[src/rtl/trc_pkg.sv]
package trc_pkg;

    localparam int REG_AW = 4;

    typedef enum logic [REG_AW-1:0] {
        RA_CTRL  = 4'd0,
        RA_STAT  = 4'd1,
        RA_WPTR  = 4'd2,
        RA_RPTR  = 4'd3,
        RA_DATA  = 4'd4,
        RA_TCNT  = 4'd5,
        RA_DEPTH = 4'd6,
        RA_WIDTH = 4'd7
    } reg_addr_e;

    // Control bit positions (software decodes these)
    localparam int CTL_EN  = 0;
    localparam int CTL_DMX = 1;

    // Status word: bit0 wrapped, bit1 triggered, bit2 complete, bit3 pipeline empty
    typedef struct packed {
        logic pipe_empty;
        logic acq_done;
        logic triggered;
        logic full;
    } stat_t;

endpackage

[src/rtl/trc_ram.sv]
module trc_ram #(
    parameter int DEPTH  = 16,
    parameter int WORD_W = 32,
    localparam int AW    = $clog2(DEPTH)
) (
    input  logic              clk,
    input  logic              we,
    input  logic [AW-1:0]     waddr,
    input  logic [WORD_W-1:0] wdata,
    input  logic [AW-1:0]     raddr,
    output logic [WORD_W-1:0] rdata
);

    logic [WORD_W-1:0] mem_q [DEPTH];

    always_ff @(posedge clk) begin
        if (we) begin
            mem_q[waddr] <= wdata;
        end
    end

    assign rdata = mem_q[raddr];

endmodule

[src/rtl/trc_acq.sv]
module trc_acq
    import trc_pkg::*;
#(
    parameter int DEPTH  = 16,
    parameter int WORD_W = 32,
    parameter int CNT_W  = 16,
    localparam int AW    = $clog2(DEPTH)
) (
    input  logic              clk,
    input  logic              rst_n,
    input  logic              en,
    input  logic              arm,
    input  logic              trc_vld,
    input  logic [WORD_W-1:0] trc_data,
    input  logic              trig_in,
    input  logic              wptr_we,
    input  logic              cnt_we,
    input  logic [WORD_W-1:0] sw_wval,
    output logic              ram_we,
    output logic [AW-1:0]     ram_waddr,
    output logic [WORD_W-1:0] ram_wdata,
    output logic [AW-1:0]     wptr,
    output logic [CNT_W-1:0]  cnt,
    output stat_t             stat
);

    localparam logic [AW-1:0]    LAST = AW'(DEPTH - 1);
    localparam logic [CNT_W-1:0] ONE  = CNT_W'(1);

    typedef struct packed {
        logic              pend_vld;
        logic [WORD_W-1:0] pend_data;
        logic [AW-1:0]     wptr;
        logic [CNT_W-1:0]  cnt;
        logic              full;
        logic              trig;
        logic              done;
    } acq_t;

    acq_t s_d, s_q;
    logic accept, commit, trig_hit;

    // A word enters the pipeline stage only while capture is live
    assign accept   = en && !s_q.done && trc_vld;
    // The pending word is written unless acquisition has ended meanwhile
    assign commit   = s_q.pend_vld && !s_q.done;
    assign trig_hit = trig_in && en && !s_q.trig;

    always_comb begin
        s_d          = s_q;
        s_d.pend_vld = accept;
        if (accept) begin
            s_d.pend_data = trc_data;
        end

        if (commit) begin
            s_d.wptr = (s_q.wptr == LAST) ? '0 : s_q.wptr + AW'(1);
            if (s_q.wptr == LAST) begin
                s_d.full = 1'b1;
            end
        end

        if (trig_hit) begin
            s_d.trig = 1'b1;
            if (s_q.cnt == '0) begin
                s_d.done = 1'b1;
            end
        end else if (s_q.trig && commit && (s_q.cnt != '0)) begin
            s_d.cnt = s_q.cnt - ONE;
            if (s_q.cnt == ONE) begin
                s_d.done = 1'b1;
            end
        end

        if (arm) begin
            s_d.full = 1'b0;
            s_d.trig = 1'b0;
            s_d.done = 1'b0;
        end

        // Software writes take priority over hardware updates
        if (wptr_we) begin
            s_d.wptr = sw_wval[AW-1:0];
        end
        if (cnt_we) begin
            s_d.cnt = sw_wval[CNT_W-1:0];
        end
    end

    always_ff @(posedge clk) begin
        if (!rst_n) begin
            s_q <= '0;
        end else begin
            s_q <= s_d;
        end
    end

    assign ram_we          = commit;
    assign ram_waddr       = s_q.wptr;
    assign ram_wdata       = s_q.pend_data;
    assign wptr            = s_q.wptr;
    assign cnt             = s_q.cnt;
    assign stat.full       = s_q.full;
    assign stat.triggered  = s_q.trig;
    assign stat.acq_done   = s_q.done;
    assign stat.pipe_empty = !s_q.pend_vld;

endmodule

[src/rtl/trc_regs.sv]
module trc_regs
    import trc_pkg::*;
#(
    parameter int DEPTH  = 16,
    parameter int WORD_W = 32,
    parameter int CNT_W  = 16,
    localparam int AW    = $clog2(DEPTH)
) (
    input  logic              clk,
    input  logic              rst_n,
    input  logic              reg_wr,
    input  logic              reg_rd,
    input  logic [REG_AW-1:0] reg_addr,
    input  logic [WORD_W-1:0] reg_wdata,
    output logic [WORD_W-1:0] reg_rdata,
    output logic              en,
    output logic              arm,
    output logic              wptr_we,
    output logic              cnt_we,
    output logic [WORD_W-1:0] sw_wval,
    input  logic [AW-1:0]     wptr,
    input  logic [CNT_W-1:0]  cnt,
    input  stat_t             stat,
    output logic [AW-1:0]     ram_raddr,
    input  logic [WORD_W-1:0] ram_rdata
);

    localparam logic [AW-1:0] LAST = AW'(DEPTH - 1);

    typedef struct packed {
        logic              en;
        logic              dmx;
        logic [AW-1:0]     rptr;
        logic [WORD_W-1:0] rdata;
    } regs_t;

    regs_t s_d, s_q;
    logic  ctrl_wr, rptr_wr;
    logic [WORD_W-1:0] rd_mux;

    assign ctrl_wr = reg_wr && (reg_addr == RA_CTRL);
    assign rptr_wr = reg_wr && (reg_addr == RA_RPTR);
    assign wptr_we = reg_wr && (reg_addr == RA_WPTR);
    assign cnt_we  = reg_wr && (reg_addr == RA_TCNT);
    assign arm     = ctrl_wr && reg_wdata[CTL_EN] && !s_q.en;
    assign sw_wval = reg_wdata;

    always_comb begin
        case (reg_addr)
            RA_CTRL:  rd_mux = WORD_W'({s_q.dmx, s_q.en});
            RA_STAT:  rd_mux = WORD_W'(stat);
            RA_WPTR:  rd_mux = WORD_W'(wptr);
            RA_RPTR:  rd_mux = WORD_W'(s_q.rptr);
            RA_DATA:  rd_mux = ram_rdata;
            RA_TCNT:  rd_mux = WORD_W'(cnt);
            RA_DEPTH: rd_mux = WORD_W'(DEPTH);
            RA_WIDTH: rd_mux = WORD_W'(WORD_W);
            default:  rd_mux = '0;
        endcase
    end

    always_comb begin
        s_d = s_q;
        if (reg_rd) begin
            s_d.rdata = rd_mux;
            if (reg_addr == RA_DATA) begin
                s_d.rptr = (s_q.rptr == LAST) ? '0 : s_q.rptr + AW'(1);
            end
        end
        if (ctrl_wr) begin
            s_d.en  = reg_wdata[CTL_EN];
            s_d.dmx = reg_wdata[CTL_DMX];
        end
        if (rptr_wr) begin
            s_d.rptr = reg_wdata[AW-1:0];
        end
    end

    always_ff @(posedge clk) begin
        if (!rst_n) begin
            s_q <= '0;
        end else begin
            s_q <= s_d;
        end
    end

    assign en        = s_q.en;
    assign ram_raddr = s_q.rptr;
    assign reg_rdata = s_q.rdata;

endmodule

[src/rtl/trace_ring_capture.sv]
module trace_ring_capture
    import trc_pkg::*;
#(
    parameter int DEPTH  = 16,
    parameter int WORD_W = 32,
    parameter int CNT_W  = 16,
    localparam int AW    = $clog2(DEPTH)
) (
    input  logic              clk,
    input  logic              rst_n,
    input  logic              trc_vld,
    input  logic [WORD_W-1:0] trc_data,
    input  logic              trig_in,
    input  logic              reg_wr,
    input  logic              reg_rd,
    input  logic [REG_AW-1:0] reg_addr,
    input  logic [WORD_W-1:0] reg_wdata,
    output logic [WORD_W-1:0] reg_rdata
);

    logic              ctl_en, arm, wptr_we, cnt_we, ram_we;
    logic [WORD_W-1:0] sw_wval, ram_wdata, ram_rdata;
    logic [AW-1:0]     acq_wptr, ram_waddr, ram_raddr;
    logic [CNT_W-1:0]  acq_cnt;
    stat_t             stat;

    trc_regs #(.DEPTH(DEPTH), .WORD_W(WORD_W), .CNT_W(CNT_W)) u_regs (
        .clk       (clk),
        .rst_n     (rst_n),
        .reg_wr    (reg_wr),
        .reg_rd    (reg_rd),
        .reg_addr  (reg_addr),
        .reg_wdata (reg_wdata),
        .reg_rdata (reg_rdata),
        .en        (ctl_en),
        .arm       (arm),
        .wptr_we   (wptr_we),
        .cnt_we    (cnt_we),
        .sw_wval   (sw_wval),
        .wptr      (acq_wptr),
        .cnt       (acq_cnt),
        .stat      (stat),
        .ram_raddr (ram_raddr),
        .ram_rdata (ram_rdata)
    );

    trc_acq #(.DEPTH(DEPTH), .WORD_W(WORD_W), .CNT_W(CNT_W)) u_acq (
        .clk       (clk),
        .rst_n     (rst_n),
        .en        (ctl_en),
        .arm       (arm),
        .trc_vld   (trc_vld),
        .trc_data  (trc_data),
        .trig_in   (trig_in),
        .wptr_we   (wptr_we),
        .cnt_we    (cnt_we),
        .sw_wval   (sw_wval),
        .ram_we    (ram_we),
        .ram_waddr (ram_waddr),
        .ram_wdata (ram_wdata),
        .wptr      (acq_wptr),
        .cnt       (acq_cnt),
        .stat      (stat)
    );

    trc_ram #(.DEPTH(DEPTH), .WORD_W(WORD_W)) u_ram (
        .clk   (clk),
        .we    (ram_we),
        .waddr (ram_waddr),
        .wdata (ram_wdata),
        .raddr (ram_raddr),
        .rdata (ram_rdata)
    );

endmodule

[config.mk]
export PLATFORM = sky130hd
export DESIGN_NAME = trace_ring_capture
export DESIGN_NICKNAME = d
export VERILOG_FILES = /design/src/rtl/trc_pkg.sv /design/src/rtl/trc_ram.sv /design/src/rtl/trc_acq.sv /design/src/rtl/trc_regs.sv /design/src/rtl/trace_ring_capture.sv
export SDC_FILE = /design/constraint.sdc
export NUM_CORES = 1
export LEC_CHECK = 0
export ABC_AREA = 1
export CORE_MARGIN = 10
export CORE_UTILIZATION = 30
export CTS_CLUSTER_DIAMETER = 60
export DETAILED_ROUTE_END_ITERATION = 8
export SYNTH_ARGS = -nofsm -noshare
export SYNTH_HDL_FRONTEND = slang
export SYNTH_SLANG_ARGS = --single-unit
[constraint.sdc]
create_clock -name clk -period 3.8 [get_ports clk]
set_input_delay 0.38 -clock clk [delete_from_list [all_inputs] [get_ports clk]]
set_output_delay 0.38 -clock clk [all_outputs]
set_load 0.005 [all_outputs]
======== After elaboration in Yosys (flattened, before gate mapping) ========
Memory sizes are Yosys's and may differ from the RTL's. A register that Yosys moved wholly into a read port is not among the register bits.
Index checks and enable logic that the tools add are counted.
Widths: inputs -> output; s select.
storage, ports and cells
  memories ................................ 1
  output and inout port bits .............. 32
  register bits ........................... 94
  memory bits (writable) .................. 512
cells by class
  eq/ne operators ......................... 12
  muxes and demuxes ....................... 19
  reductions and logical operators ........ 31
  bitwise logic cells ..................... 1
  add/sub/neg operators ................... 3
memories
  memory       depth  bits a word  rd ports  clocked after Yosys merged registers in  write ports  RTL line       RTL
  u_ram.mem_q  16     32           1         1                                        1            trc_ram.sv:14  logic [WORD_W-1:0] mem_q [DEPTH];
operators with widths
  kind                   count
  $pmux 32 s8            1
  $mux 16                3
  $mux 36                1
  $mux 4                 8
  $eq 16x1->1 const B    1
  $eq 4x3->1 const B     4
  $logic_not 16->1       1
  $reduce_bool 16->1     1
  $sub 16x1->16 const B  1
  $logic_and 1x1->1      13
  $reduce_bool 2->1      6
  $add 4x1->4 const B    2
  $eq 4x2->1 const B     2
  $eq 4x4->1 const B     2
  $mux 1                 6
  $reduce_and 2->1       3
  $eq 4x1->1 const B     1
  $logic_not 1->1        4
  $logic_not 4->1        1
  $ne 2x2->1 const B     2
  $reduce_and 3->1       1
  $reduce_or 2->1        1
  $not 1->1              1

======== Depth between registers and ports, before layout ========
  word-level depth ........................ 7
  depth in mapped cells ................... 13
  depth with buffers taken out ............ 11

======== Hierarchy ========
A second synthesis with hierarchy kept.
unflattened totals
  cell total of the unflattened synthesis .. 2915
  area total of the unflattened synthesis .. 27745.4 um^2
modules (own cells, without submodules)
  module    cells an instance  times used  area an instance (um^2)
  trc_ram   2088               1           22089.9
  trc_acq   464                1           3163.0
  trc_regs  363                1           2492.4

======== Worst setup path before layout ========
OpenSTA, ideal clock, no wires.
  kind .................................... flip-flop to flip-flop
  start ................................... register u_acq.s_q[55] (netlist bit)
  end ..................................... memory u_ram.mem_q[15][0] (enable)
  period minus slack after synthesis ...... 2.629 ns
  buffers on the path ..................... 0
  stages on the path, launching flop included .. 5
  data required time ...................... 3.377 ns
  slack ................................... 1.171 ns
  arrival ................................. 2.206 ns
  path through ............................ dfxtp_1 inv_1 nor2_1 nand2_1 nor2_1
on the way
  longest elaborated chain between the ends .. 3
ends and longest elaborated chain
  item                          RTL line       RTL
  start, declared               trc_acq.sv:40  acq_t s_d, s_q;
  start signal, assigned        trc_acq.sv:92  s_q <= '0;
  start signal, assigned        trc_acq.sv:94  s_q <= s_d;
  $logic_and 1x1->1             trc_acq.sv:46  assign commit = s_q.pend_vld && !s_q.done;
  $mux 1                        trc_ram.sv:17  if (we) begin
  $mux 1 (not written as such)  trc_ram.sv:18  mem_q[waddr] <= wdata;
  end, declared                 trc_ram.sv:14
Every way passes these cells.

==> reports/qor.yml <==
status: "complete, no violations"
syn_avg_cell_area_um2: 10.3
rows: 107
relSlewSlack_pct: 35.8
ys_seq_elements: 610
cp-end-kind: "flip-flop"
cts_buffers: 58
peakVddDrop_v: 0.000439
fp.dieW_um: 314
syn_nets: 2602
postCtsSetupBuffers: 0
hpwlAfterDp_um: 38400
syn_area_um2: 25900
seq_area_frac_synth_pct: 67.0
rsz0062_at_grt: "false"
syn_inst: 2521
worst_pin_slew_ps: 957
wire_per_inst_um: 18.3
leakage_nw: 11.5
crit_type: "flip-flop to flip-flop"
grtUsageTotal_pct: 13.6
maxCapViolCount: 0
clockBufferDepth: 3
async_flop_share_pct: 0
holdBufCountCts: 0
p_sw_mw: 2.82
cts_tree: "built"
core_area_um2: 85400
fin_nets: 2628
tns_ps: 0
ant_nets: 0
rr_worst_depth: 12
insertedDiodeCount: 0
fmax_mhz: 366
hold_depth: 4
setup_viol: 0
cts-resized-gates: 0
clkSinkCount: 610
hold_slack_ps: 364
synth_warnings: 0
vias_per_cell: 4.64
area.growth.synth_to_final_pct: 15.1
grt_max_degree: 158
cp_data_required_time_ps: 4350
cp_max_fo: 107
post-route-util_pct: 34.8
grt_pass1_wl_um: 104000
die_area_um2: 98400
die_h_um: 314
drive_gt1_share_pct: 6.70
first_pass_iters: 5
antenna_found_initial: 0
hold_path.class: "input port to flip-flop"
synth_edf_count: 512
routed-via-count: 17400
cts_root_buf: "clkbuf_16"
p_int_mw: 10.8
startpoint_type: "flip-flop"
overflow: 0
io_pins: 106
drcViolationCount: 0
pwr-share-seq_pct: 53.0
place.port_buffers: 89
slew_violations: 0
grt_pass1_vias: 16800
finalHoldViolCount: 0
sw_frac_of_total_pct: 20.7
wirelength_um: 68300
power_density_nw_per_um2: 456
place.gp.congestion: 0.849
initial_core_util_pct: 30.3
ys_types: 38
drtIter0Drc: 1714
path_clk_slew_ps: 70
finalCritPeriodShare_pct: 71.9
comb_power_share_pct: 3.0
fin_worst_skew_ps: 20.6
clock_latency_ps: 630
synth_ff_type: "edfxtp_1"
post-route-min-period_ps: 2730
cts_max_level: 2
worstPathArrival_ps: 3290
p_clk_share_pct: 44.0
## cell usage after synthesis, types with 14 or more instances
| cell type | n | share of area [%] |
|---|---|---|
| buf_6 | 14 | 0.61 |
| a21oi_1 | 47 | 0.91 |
| inv_1 | 237 | 3.4 |
| buf_4 | 51 | 1.5 |
| o211ai_1 | 23 | 0.67 |
| o21ai_0 | 94 | 1.8 |
| dfxtp_1 | 98 | 7.6 |
| clkbuf_1 | 38 | 0.55 |
| buf_2 | 50 | 0.97 |
| edfxtp_1 | 512 | 59 |
| nor2_1 | 190 | 2.8 |
| nand3_1 | 396 | 7.7 |
| nand2_1 | 700 | 10 |
## cells by family after synthesis
| logic type | share of synthesized area (%) |
|---|---|
| AND/OR/NAND/NOR | 21.2 |
| flip-flops | 67.0 |
| buffers and inverters | 7.32 |
| AO/OA/AOI/OAI | 3.76 |
| XOR/XNOR | 0.305 |
| adder cells (fa/ha/maj) | 0.339 |
| multiplexers | 0.0774 |
## cells in the final DEF, fill, tap and decap left out, types with 3 or more instances in the layout
cell type / count
inv_1: 236
clkinv_2: 8
o21ai_0: 94
nand3_1: 395
a31oi_1: 3
ha_1: 7
or2_2: 3
clkdlybuf4s50_1: 88
clkbuf_8: 11
nand2_1: 700
dfxtp_1: 94
nor2_4: 17
nand3_2: 3
o22ai_1: 5
xor2_1: 7
nor3_1: 3
buf_4: 32
nor2_1: 174
clkbuf_16: 58
buf_12: 10
o211ai_1: 23
edfxtp_1: 512
a21oi_1: 47
inv_2: 3
inv_6: 6
clkbuf_1: 13
bufinv_16: 6
clkinv_1: 7
## sequential cells by signal (all words and copies together), names as in the netlist, named ones only
name	cells
u_regs.en	1
u_regs.ram_raddr	4
u_regs.s_q	1
u_acq.cnt	16
u_acq.ram_waddr	4
u_acq.s_q	1
u_regs.reg_rdata	32
u_acq.stat	3
u_ram.mem_q	512
u_acq.ram_wdata	32
## cell type report
type | instances | area [µm²]
Multi-Input combinational cell | 1502 | 6760
Inverter | 244 | 923
Clock inverter | 27 | 322
Clock buffer | 82 | 1650
Sequential cell | 610 | 17300
Tap cell | 1144 | 1430
Timing Repair Buffer | 131 | 1330
Fill cell | 8622 | 55700
## power groups by stage
stage               Sequential (mW)  Clock, mW  Combinational, mW
CTS                            7.19       6.05              0.415
global placement               7.34          0              0.411
floorplan                      7.33          0              0.264
finish                         7.19       5.97              0.411
global route                   7.19       6.32              0.457
detailed placement             7.34          0              0.413
## per-stage QoR
step           instances  power (mW)  worst slack [ps]  instance area (µm²)
2_1_floorplan       2521        7.59              1170                25900
3_3_place_gp        3631        7.75              1030                27800
3_5_place_dp        3631        7.75              1030                27800
4_1_cts             3740        13.7              1090                29800
5_1_grt             3740        14.0               882                29800
6_report            3740        13.6              1070                29800
## path summary, 6_finish.rpt
| check | to | slack, ps | from |
|---|---|---|---|
| setup / recovery | u_regs.reg_rdata[4] | 1070 | flip-flop |
| hold / removal | u_acq.ram_waddr[3] | 360 | rst_n |
| setup reg to reg | u_regs.reg_rdata[4] | 1070 | flip-flop |
| hold reg to reg | u_regs.s_q[36] | 450 | u_regs.s_q[36] |
## critical path, stage by stage (launching register included)
cell     delay [ps]
dfxtp_4         470
inv_6           690
buf_4           410
nand2_1          80
nand2_1          60
nand2_1          50
nand3_1          90
nand3_1         120
nand2_1         260
nand2_1          80
nand2_1          60
nand2_1          50
a21oi_1         110
## per-layer routing
metal	GRT usage, %	share of wire (%)
met5	0	0
met4	3.58	2.1
met3	1.98	5.4
met2	24.1	50
met1	17.2	42
(Power assumes the default switching activity.)
